`src/rtl/offset_prog_pkg.sv`:
```
package offset_prog_pkg;

  // Offset source, encoded as the two mode bits seen at reset release.
  typedef enum logic [1:0] {
    SRC_PORT      = 2'b00,
    SRC_PRESET_LO = 2'b01,
    SRC_PRESET_HI = 2'b10,
    SRC_SERIAL    = 2'b11
  } ofs_src_e;

endpackage

```
`src/rtl/offset_clamp.sv`:
```
module offset_clamp #(
  parameter int OFF_W   = 10,
  parameter int MIN_OFF = 1,
  parameter int MAX_OFF = 1020
) (
  input  logic [OFF_W-1:0] raw,
  output logic [OFF_W-1:0] fixed,
  output logic             bad
);

  localparam logic [OFF_W-1:0] LO = OFF_W'(MIN_OFF);
  localparam logic [OFF_W-1:0] HI = OFF_W'(MAX_OFF);

  always_comb begin
    if (raw < LO) begin
      fixed = LO;
      bad   = 1'b1;
    end else if (raw > HI) begin
      fixed = HI;
      bad   = 1'b1;
    end else begin
      fixed = raw;
      bad   = 1'b0;
    end
  end

endmodule

```
`src/rtl/offset_serial_shift.sv`:
```
module offset_serial_shift #(
  parameter int OFF_W = 10
) (
  input  logic                 clk,
  input  logic                 rst,
  input  logic                 shift_en,
  input  logic                 bit_in,
  output logic [2*OFF_W-1:0]   chain,
  output logic                 full
);

  localparam int NB = 2 * OFF_W;
  localparam int CW = $clog2(NB + 1);

  logic [CW-1:0] cnt;

  assign full = (cnt == CW'(NB));

  always_ff @(posedge clk) begin
    if (rst) begin
      chain <= '0;
      cnt   <= '0;
    end else if (shift_en && !full) begin
      chain <= {chain[NB-2:0], bit_in};
      cnt   <= cnt + 1'b1;
    end
  end

endmodule

```
`src/rtl/offset_prog_seq.sv`:
```
module offset_prog_seq
  import offset_prog_pkg::*;
#(
  parameter int STARTUP = 2
) (
  input  logic     clk,
  input  logic     rst,
  input  ofs_src_e mode_in,
  input  logic     wr_req,
  input  logic     ser_full,
  output ofs_src_e mode_q,
  output logic     ready_q,
  output logic     done_q,
  output logic     take_y,
  output logic     take_x,
  output logic     ser_commit,
  output logic     ser_allow,
  output logic     fifo_wr
);

  localparam int SCW = $clog2(STARTUP + 1);

  logic [SCW-1:0] start_cnt;
  logic [1:0]     pcnt;
  logic           accept;
  logic           cfg_phase;
  logic           start_warm;

  assign accept     = wr_req && ready_q;
  assign cfg_phase  = (mode_q == SRC_PORT) && (pcnt != 2'd2);
  assign take_y     = accept && cfg_phase && (pcnt == 2'd0);
  assign take_x     = accept && cfg_phase && (pcnt == 2'd1);
  assign fifo_wr    = accept && !cfg_phase;
  assign ser_allow  = (mode_q == SRC_SERIAL) && !done_q;
  assign ser_commit = ser_allow && ser_full;
  assign start_warm = (start_cnt == SCW'(STARTUP - 1));

  always_ff @(posedge clk) begin
    if (rst) begin
      mode_q    <= mode_in;
      start_cnt <= '0;
      ready_q   <= 1'b0;
      done_q    <= 1'b0;
      pcnt      <= 2'd0;
    end else begin
      if (start_cnt != SCW'(STARTUP))
        start_cnt <= start_cnt + 1'b1;
      unique case (mode_q)
        SRC_PRESET_LO, SRC_PRESET_HI: begin
          if (start_warm) begin
            ready_q <= 1'b1;
            done_q  <= 1'b1;
          end
        end
        SRC_PORT: begin
          if (start_warm)
            ready_q <= 1'b1;
          if (take_y)
            pcnt <= 2'd1;
          if (take_x) begin
            pcnt   <= 2'd2;
            done_q <= 1'b1;
          end
        end
        SRC_SERIAL: begin
          if (ser_commit) begin
            ready_q <= 1'b1;
            done_q  <= 1'b1;
          end
        end
        default: ;
      endcase
    end
  end

endmodule

```
`src/rtl/offset_prog_ctrl.sv`:
```
module offset_prog_ctrl
  import offset_prog_pkg::*;
#(
  parameter int DEPTH     = 1024,
  parameter int OFF_W     = $clog2(DEPTH),
  parameter int MIN_OFF   = 1,
  parameter int MAX_OFF   = DEPTH - 4,
  parameter int PRESET_LO = 8,
  parameter int PRESET_HI = 64,
  parameter int STARTUP   = 2
) (
  input  logic             clk,
  input  logic             rst,
  input  logic [1:0]       mode_sel,
  input  logic             ser_en_n,
  input  logic             ser_bit,
  input  logic             wr_req,
  input  logic [OFF_W-1:0] wr_data_lo,
  output logic             wr_ready,
  output logic             fifo_wr,
  output logic [OFF_W-1:0] x_off,
  output logic [OFF_W-1:0] y_off,
  output logic             range_err
);

  localparam int NB = 2 * OFF_W;

  ofs_src_e          mode_in;
  ofs_src_e          seq_mode;
  logic              seq_done;
  logic              take_y;
  logic              take_x;
  logic              ser_commit;
  logic              ser_allow;
  logic              ser_full;
  logic [NB-1:0]     chain;
  logic [OFF_W-1:0]  raw   [2];
  logic [OFF_W-1:0]  fixed [2];
  logic              bad   [2];

  assign mode_in = ofs_src_e'(mode_sel);

  function automatic logic [OFF_W-1:0] reset_offset(input ofs_src_e m);
    case (m)
      SRC_PRESET_LO: reset_offset = OFF_W'(PRESET_LO);
      SRC_PRESET_HI: reset_offset = OFF_W'(PRESET_HI);
      default:       reset_offset = OFF_W'(MIN_OFF);
    endcase
  endfunction

  offset_prog_seq #(.STARTUP(STARTUP)) u_seq (
    .clk        (clk),
    .rst        (rst),
    .mode_in    (mode_in),
    .wr_req     (wr_req),
    .ser_full   (ser_full),
    .mode_q     (seq_mode),
    .ready_q    (wr_ready),
    .done_q     (seq_done),
    .take_y     (take_y),
    .take_x     (take_x),
    .ser_commit (ser_commit),
    .ser_allow  (ser_allow),
    .fifo_wr    (fifo_wr)
  );

  offset_serial_shift #(.OFF_W(OFF_W)) u_shift (
    .clk      (clk),
    .rst      (rst),
    .shift_en (ser_allow && !ser_en_n),
    .bit_in   (ser_bit),
    .chain    (chain),
    .full     (ser_full)
  );

  // Index 0 carries X (low half of the chain), index 1 carries Y.
  assign raw[0] = (seq_mode == SRC_SERIAL) ? chain[OFF_W-1:0]  : wr_data_lo;
  assign raw[1] = (seq_mode == SRC_SERIAL) ? chain[NB-1:OFF_W] : wr_data_lo;

  for (genvar g = 0; g < 2; g++) begin : g_clamp
    offset_clamp #(.OFF_W(OFF_W), .MIN_OFF(MIN_OFF), .MAX_OFF(MAX_OFF)) u_clamp (
      .raw   (raw[g]),
      .fixed (fixed[g]),
      .bad   (bad[g])
    );
  end

  always_ff @(posedge clk) begin
    if (rst) begin
      x_off     <= reset_offset(mode_in);
      y_off     <= reset_offset(mode_in);
      range_err <= 1'b0;
    end else begin
      if (ser_commit) begin
        x_off <= fixed[0];
        y_off <= fixed[1];
        if (bad[0] || bad[1])
          range_err <= 1'b1;
      end
      if (take_y) begin
        y_off <= fixed[1];
        if (bad[1])
          range_err <= 1'b1;
      end
      if (take_x) begin
        x_off <= fixed[0];
        if (bad[0])
          range_err <= 1'b1;
      end
    end
  end

endmodule

```
`config.mk`:
```
export PLATFORM = sky130hd
export DESIGN_NAME = offset_prog_ctrl
export DESIGN_NICKNAME = d
export VERILOG_FILES = /design/src/rtl/offset_prog_pkg.sv /design/src/rtl/offset_clamp.sv /design/src/rtl/offset_serial_shift.sv /design/src/rtl/offset_prog_seq.sv /design/src/rtl/offset_prog_ctrl.sv
export SDC_FILE = /design/constraint.sdc
export NUM_CORES = 1
export LEC_CHECK = 0
export BUFFER_PORTS_ARGS = -buffer_cell sky130_fd_sc_hd__buf_2
export CAP_MARGIN = 20
export CELL_PAD_IN_SITES_DETAIL_PLACEMENT = 1
export CELL_PAD_IN_SITES_GLOBAL_PLACEMENT = 1
export CORE_MARGIN = 2
export CORE_UTILIZATION = 35
export DETAILED_ROUTE_END_ITERATION = 6
export GPL_ROUTABILITY_DRIVEN = 0
export GPL_TIMING_DRIVEN = 0
export HOLD_SLACK_MARGIN = 0.05
export PLACE_DENSITY_LB_ADDON = 0.2
export SETUP_SLACK_MARGIN = 0.05
export SLEW_MARGIN = 20
export SYNTH_ARGS = -nofsm -noshare
export SYNTH_HDL_FRONTEND = slang
export SYNTH_SLANG_ARGS = --single-unit
```
`constraint.sdc`:
```
create_clock -name clk -period 2 [get_ports clk]
set_clock_uncertainty 0.1 [all_clocks]
set_input_delay 0.2 -clock clk [delete_from_list [all_inputs] [get_ports clk]]
set_output_delay 0.2 -clock clk [all_outputs]
set_load 0.005 [all_outputs]
```
**Word level (Yosys, flattened, before mapping)**

Index checks and enable logic that the tools add are counted.
W data, S select, Z words.

- $add $sub $neg: 2
- $mul: 0
- Divide/modulo/power cells: 0
- Order comparisons: 4
- Equal/unequal tests: 14
- Shifts and indexed selects: 0
- Mux-type cells: 30
- Bitwise gates (word level): 0
- Reduce and logical (&&, ||, !) cells: 25

Operator list:

| cell | number |
|---|---|
| $mux W10 | 12 |
| $gt A10 B10 Y1 const B | 2 |
| $lt A10 B1 Y1 const B | 2 |
| $pmux W7 S2 | 1 |
| $mux W1 | 13 |
| $logic_and A1 B1 Y1 | 10 |
| $eq A2 B1 Y1 const B | 4 |
| $ne A2 B2 Y1 const B | 4 |
| $eq A2 B2 Y1 const B | 3 |
| $reduce_bool A3 Y1 | 2 |
| $add A5 B1 Y5 const B | 1 |
| $eq A5 B5 Y1 const B | 1 |
| $logic_not A1 Y1 | 4 |
| $logic_not A2 Y1 | 2 |
| $mux W2 | 2 |
| $ne A2 B1 Y1 const B | 2 |
| $reduce_and A2 Y1 | 2 |
| $pmux W1 S3 | 1 |
| $reduce_and A3 Y1 | 1 |
| $reduce_or A3 Y1 | 1 |
| $add A2 B1 Y2 const B | 1 |
| $pmux W1 S2 | 1 |
| $reduce_bool A2 Y1 | 1 |
| $reduce_or A2 Y1 | 1 |
| $logic_or A1 B1 Y1 | 1 |

- Bits in registers: 54
- Latch bits: 0
- Bits in writable memories: 0
- Bits in read-only memories: 0
- Output and inout bits: 23
- Word-level logic and storage cells: 85
- Memories kept: 0

**Longest topological paths before layout**

Gate-level depths: netlist of the first run.

- Depth in word-level cells: 12
- Mapped depth: 7
- Mapped depth without buffers: 7

**Modules after synthesis**

A second synthesis of the first run with hierarchy kept.

- Cells, all modules: 261
- Area total of the unflattened synthesis: 2830.2 um2

Modules (own cells, without submodules):

| module | times used | cells each | area an instance (um2) | sequential area each (um2) |
|---|---|---|---|---|
| offset_prog_ctrl | 1 | 87 | 1196.1 | 620.6 |
| offset_serial_shift | 1 | 96 | 1039.7 | 500.5 |
| offset_prog_seq | 1 | 42 | 419.2 | 180.2 |
| offset_clamp | 2 | 18 | 87.6 | 0.0 |

**Least setup slack after synthesis of the first run**

No wires, ideal clock.

- Kind: register -> register
- From: reg u_seq.mode_q[0]
- To: reg x_off[0], enable pin
- Setup time: 0.313 ns
- Arrival: 1.381 ns
- Slack: 0.205 ns
- Stages on the path, launching flop included: 7
- Period minus slack after synthesis: 1.795 ns
- Path through: edfxtp_1 > ha_1 > buf_2 > nand2b_1 > nand2b_1 > and2_1 > nand2_1

- Cells in the longest elaborated chain, start to end: 5
- Elaborated cells on any way between the ends: 8
- Classes of those cells: eq/ne (1); reduce/logical (7)

Ends and longest elaborated chain:

| item | RTL line | RTL |
|---|---|---|
| start, declared | offset_prog_seq.sv:11 | `output ofs_src_e mode_q,` |
| start signal, assigned | offset_prog_seq.sv:40 | `mode_q <= mode_in;` |
| $logic_not A2 Y1 | offset_prog_seq.sv:30 | `assign cfg_phase = (mode_q == SRC_PORT) && (pcnt != 2'd2);` |
| $logic_and A1 B1 Y1 | offset_prog_seq.sv:30 |  |
| $logic_and A1 B1 Y1 (2 in a row) | offset_prog_seq.sv:32 | `assign take_x = accept && cfg_phase && (pcnt == 2'd1);` |
| $reduce_bool A3 Y1 (no line) * | n/a |  |
| end signal, assigned | offset_prog_ctrl.sv:90 | `x_off <= reset_offset(mode_in);` |
| end signal, assigned | offset_prog_ctrl.sv:95 | `x_off <= fixed[0];` |
| end signal, assigned | offset_prog_ctrl.sv:106 | `x_off <= fixed[0];` |
| end, declared | offset_prog_ctrl.sv:21 | `output logic [OFF_W-1:0] x_off,` |

Mark *: on every way between the ends. The rest lies on a longest branch, timed or not.
A chain may end at the register's enable or synchronous reset.

**Final worst setup path of the first run**

- From: reg u_seq.mode_q[1]
- To: reg range_err

- Cells in the longest elaborated chain, start to end: 12
- Elaborated cells on any way between the ends: 25
- Classes of those cells: order compare (4); eq/ne (1); mux (12); reduce/logical (8)

Ends and longest elaborated chain:

| item | RTL line | RTL |
|---|---|---|
| $eq A2 B2 Y1 | offset_prog_seq.sv:34, offset_prog_ctrl.sv:77, offset_prog_ctrl.sv:78 |  |
| $mux W10, on equally long branches | offset_prog_ctrl.sv:77, offset_prog_ctrl.sv:78 |  |
| $gt A10 B10 Y1 | offset_clamp.sv:18 | `end else if (raw > HI) begin` |
| $mux W1 | offset_clamp.sv:18 |  |
| $mux W1 | offset_clamp.sv:15 | `if (raw < LO) begin` |
| $logic_or A1 B1 Y1 | offset_prog_ctrl.sv:97 | `if (bad[0] \|\| bad[1])` |
| $mux W1 | offset_prog_ctrl.sv:97 |  |
| $mux W1 | offset_prog_ctrl.sv:94 | `if (ser_commit) begin` |
| $mux W1 | offset_prog_ctrl.sv:102 | `if (bad[1])` |
| $mux W1 | offset_prog_ctrl.sv:100 | `if (take_y) begin` |
| $mux W1 | offset_prog_ctrl.sv:107 | `if (bad[0])` |
| $mux W1 * | offset_prog_ctrl.sv:105 | `if (take_x) begin` |
| end signal, assigned | offset_prog_ctrl.sv:98 | `range_err <= 1'b1;` |
| end signal, assigned | offset_prog_ctrl.sv:103 | `range_err <= 1'b1;` |
| end signal, assigned | offset_prog_ctrl.sv:108 | `range_err <= 1'b1;` |
| end, declared | offset_prog_ctrl.sv:23 | `output logic range_err` |

Marked as above.

==> flow_summary.ini, run 1 <==
[pwr]
total_power_w = 0.00235
p_per_area_nw_per_um2 = 761
p_leak_nw = 1.23
vdd_drop_max_mv = 0.231

[finish]
drive_gt1_frac = 0.225
layout_commonest_cell = nor2_1
diodes = 0
fin_cells = 401
area_growth_pct = 21.1
final_cell_mix = nor2_1 (51), buf_2 (40), mux2i_1 (38)
fill_cells = 845
nets = 327
fin_area_um2 = 3090

[floorplan]
die_w_um = 89.4
core_um2 = 7140
start_util = 0.357
top_level_ports = 40
die_area_um2 = 7980
die_y_um = 89.4
num_rows = 31

[clocking]
cts.clk_slew.worst_paths_ns = 0.09
htree_levels = 2
clk_latency_ns = 0.31
numCtsBuffers = 5
cts_tree = done
cts_sinks = 54
clockBufferDepth = 2
cts_root_buffer = clkbuf_8

[detailed_routing]
viasPerCell = 4.83
wl_per_cell_um = 15.2
drt_pre_antenna_iters = 4
ant_nets = 0
wirelength_um = 6080
vias = 1938
dr.first_iter.drc_count = 28
drcViolationCount = 0

[synthesis]
syn_nets = 274
synth.area.mux_share = 0.154
syn_area_um2 = 2550
syn-instance-count = 248
avgSynthCellArea_um2 = 10.3
yosysSeqAreaShare = 0.510
ys_types = 35
synth_warnings = 0
synthXorXnorAreaFrac = 0.0172
yosys.area_share.simple = 0.173
synth_adder_area_share = 0.0442
synth_top_family_by_area = simple AND/OR/NAND/NOR gates
ys_seq_elements = 54
synth_compound_area_frac = 0.0594

[job]
drv_cap = 0

[setup_path]
cp_num_buf_inv = 1
timing_worst_setup_path_type = flop to flop
crit_fanout = 7
cp_cell_sequence = ha_1 -> clkbuf_4 -> nand2_1 -> nor4_2 -> a21oi_1 -> a221o_1 -> nand3_1
required_ns = 2.16
cpLargestDelayFamily = compound AO/OA/AOI/OAI gates
crit_slowest_cell = edfxtp_1
setup.worst_path.end_class = flop
cp-start-kind = flop
critPathMaxStageDelay_ns = 0.40
cp.arrival_ns = 2.05

[placed_design]
dp_cells = 386
hpwl_um = 4670
dpl-instance-area_um2 = 2870
io_buffers = 39

[sta]
timing.final.hold_violations = 0
fin_crit_sh = 0.949
worst_pin_slew_ns = 0.500
min_period_ns = 1.90
max_slew_margin = 0.667
fmax_ghz = 0.527
finalSetupViolations = 0
rsz0062_at_grt = yes
drv_slew = 0

[min_path]
hold_path_class = input pin to flop

[run_status]
status = finished, final reports clean

[global_routing]
grt_usage = 0.158
grt_overflow = 0
grt_start_max_net_pins = 17
antenna_found_initial = 0
grt_pass1_wl_um = 9520
grt_pass1_vias = 1902
[sequential cells by signal (all words and copies together) (netlist names)]
name,count
x_off,10
y_off,10
u_seq.done_q,1
u_seq.start_cnt,2
range_err,1
u_shift.cnt,5
u_seq.ready_q,1
u_shift.chain,20
u_seq.mode_q,2
u_seq.pcnt,2
[repair_timing]
| item | 4_1_cts | 5_1_grt |
|---|---|---|
| setup buffers | 2 | 2 |
| hold buffers | 4 | 0 |
| pin swaps | 1 | 2 |
| endpoints found under the setup margin | 40 | 41 |
| gates resized for setup | 7 | 5 |
| endpoints found under the hold margin | 5 | 0 |
[cell type report]
class | count | area, um2 | area share
Buffer | 10 | 65.1 | 0.0211
Tap cell | 99 | 124 | 0.0401
Clock buffer | 8 | 111 | 0.0360
Inverter | 13 | 48.8 | 0.0158
Timing Repair Buffer | 47 | 265 | 0.0859
Multi-Input combinational cell | 170 | 1170 | 0.380
Sequential cell | 54 | 1300 | 0.422
[worst min-delay path: stages]
cell,delay (ns)
buf_2,0.12
mux2i_1,0.07
nor2_1,0.08
[power by group]
part / internal (W) / leakage, nW / switching, W
registers: 0.00122 / 0.483 / 0.0000374
logic: 0.000176 / 0.686 / 0.000212
clock network: 0.000358 / 0.0566 / 0.000351
total: 0.00175 / 1.23 / 0.000600
[routing by layer]
metal | wire [um] | global-route usage | share of wire | up-vias
li1 | - | - | - | 974
met4 | 114 | 0.0461 | 0.019 | 0
met2 | 2860 | 0.267 | 0.47 | 35
met3 | 183 | 0.0332 | 0.030 | 10
met1 | 2920 | 0.204 | 0.48 | 919
met5 | 0 | 0 | 0 | -
[kinds of logic after synthesis]
family / Yosys count
flip-flops: 54
XOR/XNOR: 5
multiplexers: 39
adder cells (fa/ha/maj): 9
AND/OR/NAND/NOR: 93
buffers and inverters: 24
AO/OA/AOI/OAI: 24
[cells in the mapped netlist, drive strengths merged]
library cell | instances | area share
nor2 | 51 | 0.075
mux2i | 38 | 0.15
dfxtp | 32 | 0.25
edfxtp | 22 | 0.26
a21oi | 14 | 0.027
inv | 13 | 0.019
ha | 9 | 0.044
nand2 | 9 | 0.013
nand4 | 9 | 0.022
clkbuf | 6 | 0.0088
nor4 | 6 | 0.015
buf | 5 | 0.015
nor3 | 5 | 0.014
xor2 | 4 | 0.014
nand2b | 3 | 0.0074
nand3 | 3 | 0.0059
o21ai | 3 | 0.0059
o211ai | 2 | 0.0079
a21o | 1 | 0.0029
a221o | 1 | 0.0039
and2 | 1 | 0.0025
and3 | 1 | 0.0025
and4b | 1 | 0.0039
mux2 | 1 | 0.0044
nand4b | 1 | 0.0034
nor2b | 1 | 0.0025
nor3b | 1 | 0.0029
o21a | 1 | 0.0029
o21ba | 1 | 0.0039
o221a | 1 | 0.0044
or2 | 1 | 0.0025
xnor2 | 1 | 0.0034
[final timing paths]
path / startpoint / to / slack (ns) / depth (start not counted)
worst max-delay path: u_seq.mode_q[1] / range_err / 0.10 / 7
worst min-delay path: wr_data_lo[4] / x_off[4] / 0.17 / 3
worst max register to register: u_seq.mode_q[1] / range_err / 0.10 / 7
worst min register to register: u_seq.pcnt[1] / u_seq.pcnt[1] / 0.38 / 2
[metrics by stage]
stage / hold slack, ns / setup slack (ns) / util / setup TNS (ns)
detailed placement: 0.317 / -0.184 / 0.402 / -3.33
global placement: 0.316 / -0.167 / 0.402 / -2.99
finish: 0.167 / 0.102 / 0.433 / 0
floorplan: 0.199 / 0.205 / - / 0
CTS: 0.165 / 0.0509 / 0.429 / 0
global route: 0.184 / 0.0350 / 0.433 / 0
No activity file was read; power rests on OpenSTA's default activity.
==> inputs of run 2 (changes only) <==
--- a/config.mk
+++ b/config.mk
@@ -5,7 +5,7 @@
 export SDC_FILE = /design/constraint.sdc
 export NUM_CORES = 1
 export LEC_CHECK = 0
-export BUFFER_PORTS_ARGS = -buffer_cell sky130_fd_sc_hd__buf_2
+export BUFFER_PORTS_ARGS = -buffer_cell sky130_fd_sc_hd__buf_4
 export CAP_MARGIN = 20
 export CELL_PAD_IN_SITES_DETAIL_PLACEMENT = 1
 export CELL_PAD_IN_SITES_GLOBAL_PLACEMENT = 1
@@ -16,7 +16,7 @@
 export GPL_TIMING_DRIVEN = 0
 export HOLD_SLACK_MARGIN = 0.05
 export PLACE_DENSITY_LB_ADDON = 0.2
-export SETUP_SLACK_MARGIN = 0.05
+export SETUP_SLACK_MARGIN = 0.15
 export SLEW_MARGIN = 20
 export SYNTH_ARGS = -nofsm -noshare
 export SYNTH_HDL_FRONTEND = slang
==> flow_summary.ini, run 2 (synthesis gave the netlist of run 1 again) <==
[run_status]
status = finished, final reports clean

[finish]
multiInputGateArea_um2 = 1210
top_register = u_shift.chain
final_cell_mix = nor2_1 (51), buf_4 (43), mux2i_1 (38)
reg_top3 = u_shift.chain: 20 flops, x_off: 10 flops, y_off: 10 flops
regArea_um2 = 1310
nets = 331
diodes = 0
layout_commonest_cell = nor2_1
largest_reg_flops = 20
drive_gt1_frac = 0.252
area_growth_pct = 28.8
fill_cells = 831

[min_path]
hold_end = y_off[7]
hold_path_class = input pin to flop
worstHoldStart = wr_data_lo[7]
min_path_cells = 3

[sta]
fin_crit_sh = 0.907
finalSetupViolations = 0
max_slew_margin = 0.680
setup_slack_ns = 0.187
fmax_ghz = 0.552
rsz0062_at_grt = yes
drv_slew = 0
timing.final.hold_violations = 0
worst_pin_slew_ns = 0.481
min_period_ns = 1.81

[floorplan]
top_level_ports = 40
die_w_um = 89.4
num_rows = 31
die_y_um = 89.4
core_um2 = 7140
start_util = 0.357
die_area_um2 = 7980

[pwr]
total_power_w = 0.00242
p_leak_nw = 1.30
vdd_drop_max_mv = 0.275
p_per_area_nw_per_um2 = 737

[detailed_routing]
ant_nets = 0
dr.first_iter.drc_count = 69
wl_per_cell_um = 16.0
viasPerCell = 4.94
drt_pre_antenna_iters = 4
drcViolationCount = 0
wirelength_um = 6470
vias = 2000

[setup_path]
cp_num_buf_inv = 2
r2r_cells = 6
r2r_slack_ns = 0.19
crit_fanout = 10
cp.arrival_ns = 1.78
r2r-end = x_off[0]
cp_cell_sequence = ha_2 -> buf_6 -> buf_8 -> mux2_2 -> a21oi_1 -> nor2_1
crit_slowest_cell = edfxtp_1
cpLargestDelayFamily = flip-flops
critPathMaxStageDelay_ns = 0.41
setup.worst_path.end_class = flop
timing_worst_setup_path_type = flop to flop
r2r_start = u_seq.mode_q[0]
cp-start-kind = flop
required_ns = 1.97

[clocking]
htree_levels = 2
cts_root_buffer = clkbuf_8
cts_tree = done
cts.clk_slew.worst_paths_ns = 0.10
clk_latency_ns = 0.30
numCtsBuffers = 5
clockBufferDepth = 2
cts_sinks = 54

[global_routing]
grt_start_max_net_pins = 17
grt_overflow = 0
grt_usage = 0.169
grt_pass1_vias = 1968
antenna_found_initial = 0
grt_pass1_wl_um = 10300

[job]
drv_cap = 0

[placed_design]
pre_cts_slack_ns = -0.177
hpwl_um = 4890
io_buffers = 39
run 2: how the worst max path moves through the flow:
stage                     from              to  slack, ns  cells after the start
2_1_floorplan  u_seq.mode_q[0]        x_off[0]       0.21                      6
3_3_place_gp               rst        x_off[5]      -0.14                      6
3_5_place_dp               rst        y_off[6]      -0.18                      6
4_1_cts        u_seq.mode_q[0]        y_off[0]       0.16                      7
5_1_grt         u_shift.cnt[0]  u_shift.cnt[4]       0.09                      9
6_report       u_seq.mode_q[0]        x_off[0]       0.19                      6
run 2: what timing repair did:
item | in CTS | in global routing
cloned | 3 | 0
pin swaps | 4 | 3
endpoints found under the hold margin | 5 | 0
setup endpoints to repair | 54 | 42
buffers inserted | 4 | 0
gates resized for setup | 18 | 13
hold buffers | 4 | 0
run 2: report_power, final:
group / total, W / leakage, nW / switching (W) / internal (W)
clock network: 0.000713 / 0.0566 / 0.000354 / 0.000359
registers: 0.00126 / 0.484 / 0.0000390 / 0.00122
logic: 0.000453 / 0.762 / 0.000230 / 0.000223
total: 0.00242 / 1.30 / 0.000623 / 0.00180
run 2: worst register-to-register path, delay by kind of cell (launching register included):
family	cells	cell delay, ns
DFF	1	0.41
muxes	1	0.36
buffers and inverters	2	0.30
adders and majority gates	1	0.20
AOI/OAI and AO/OA	1	0.15
and+or+nand+nor	1	0.06
run 2: area by class of cell:
class | instances | area share
clock buffer | 8 | 0.0339
sequential | 54 | 0.398
buffer | 11 | 0.0263
inverter | 13 | 0.0149
timing repair buffer | 49 | 0.121
tap | 99 | 0.0377
multi-input combinational | 171 | 0.368
run 2: per-layer routing:
metal	wire length, um	part of all wire	vias up	global-route usage
li1	-	-	982	-
met1	2830	0.44	971	0.214
met2	3340	0.52	38	0.296
met3	222	0.034	9	0.0342
met4	78	0.012	0	0.0407
met5	0	0	-	0
run 2: stage by stage:
step | setup TNS (ns) | hold slack, ns | area (um2) | std cells | utilization
global placement | -2.24 | 0.303 | 2970 | 386 | 0.416
finish | 0 | 0.148 | 3280 | 405 | 0.460
detailed placement | -3.22 | 0.305 | 2970 | 386 | 0.416
CTS | 0 | 0.137 | 3240 | 405 | 0.454
floorplan | 0 | 0.199 | 2550 | 248 | -
global route | 0 | 0.158 | 3280 | 405 | 0.460
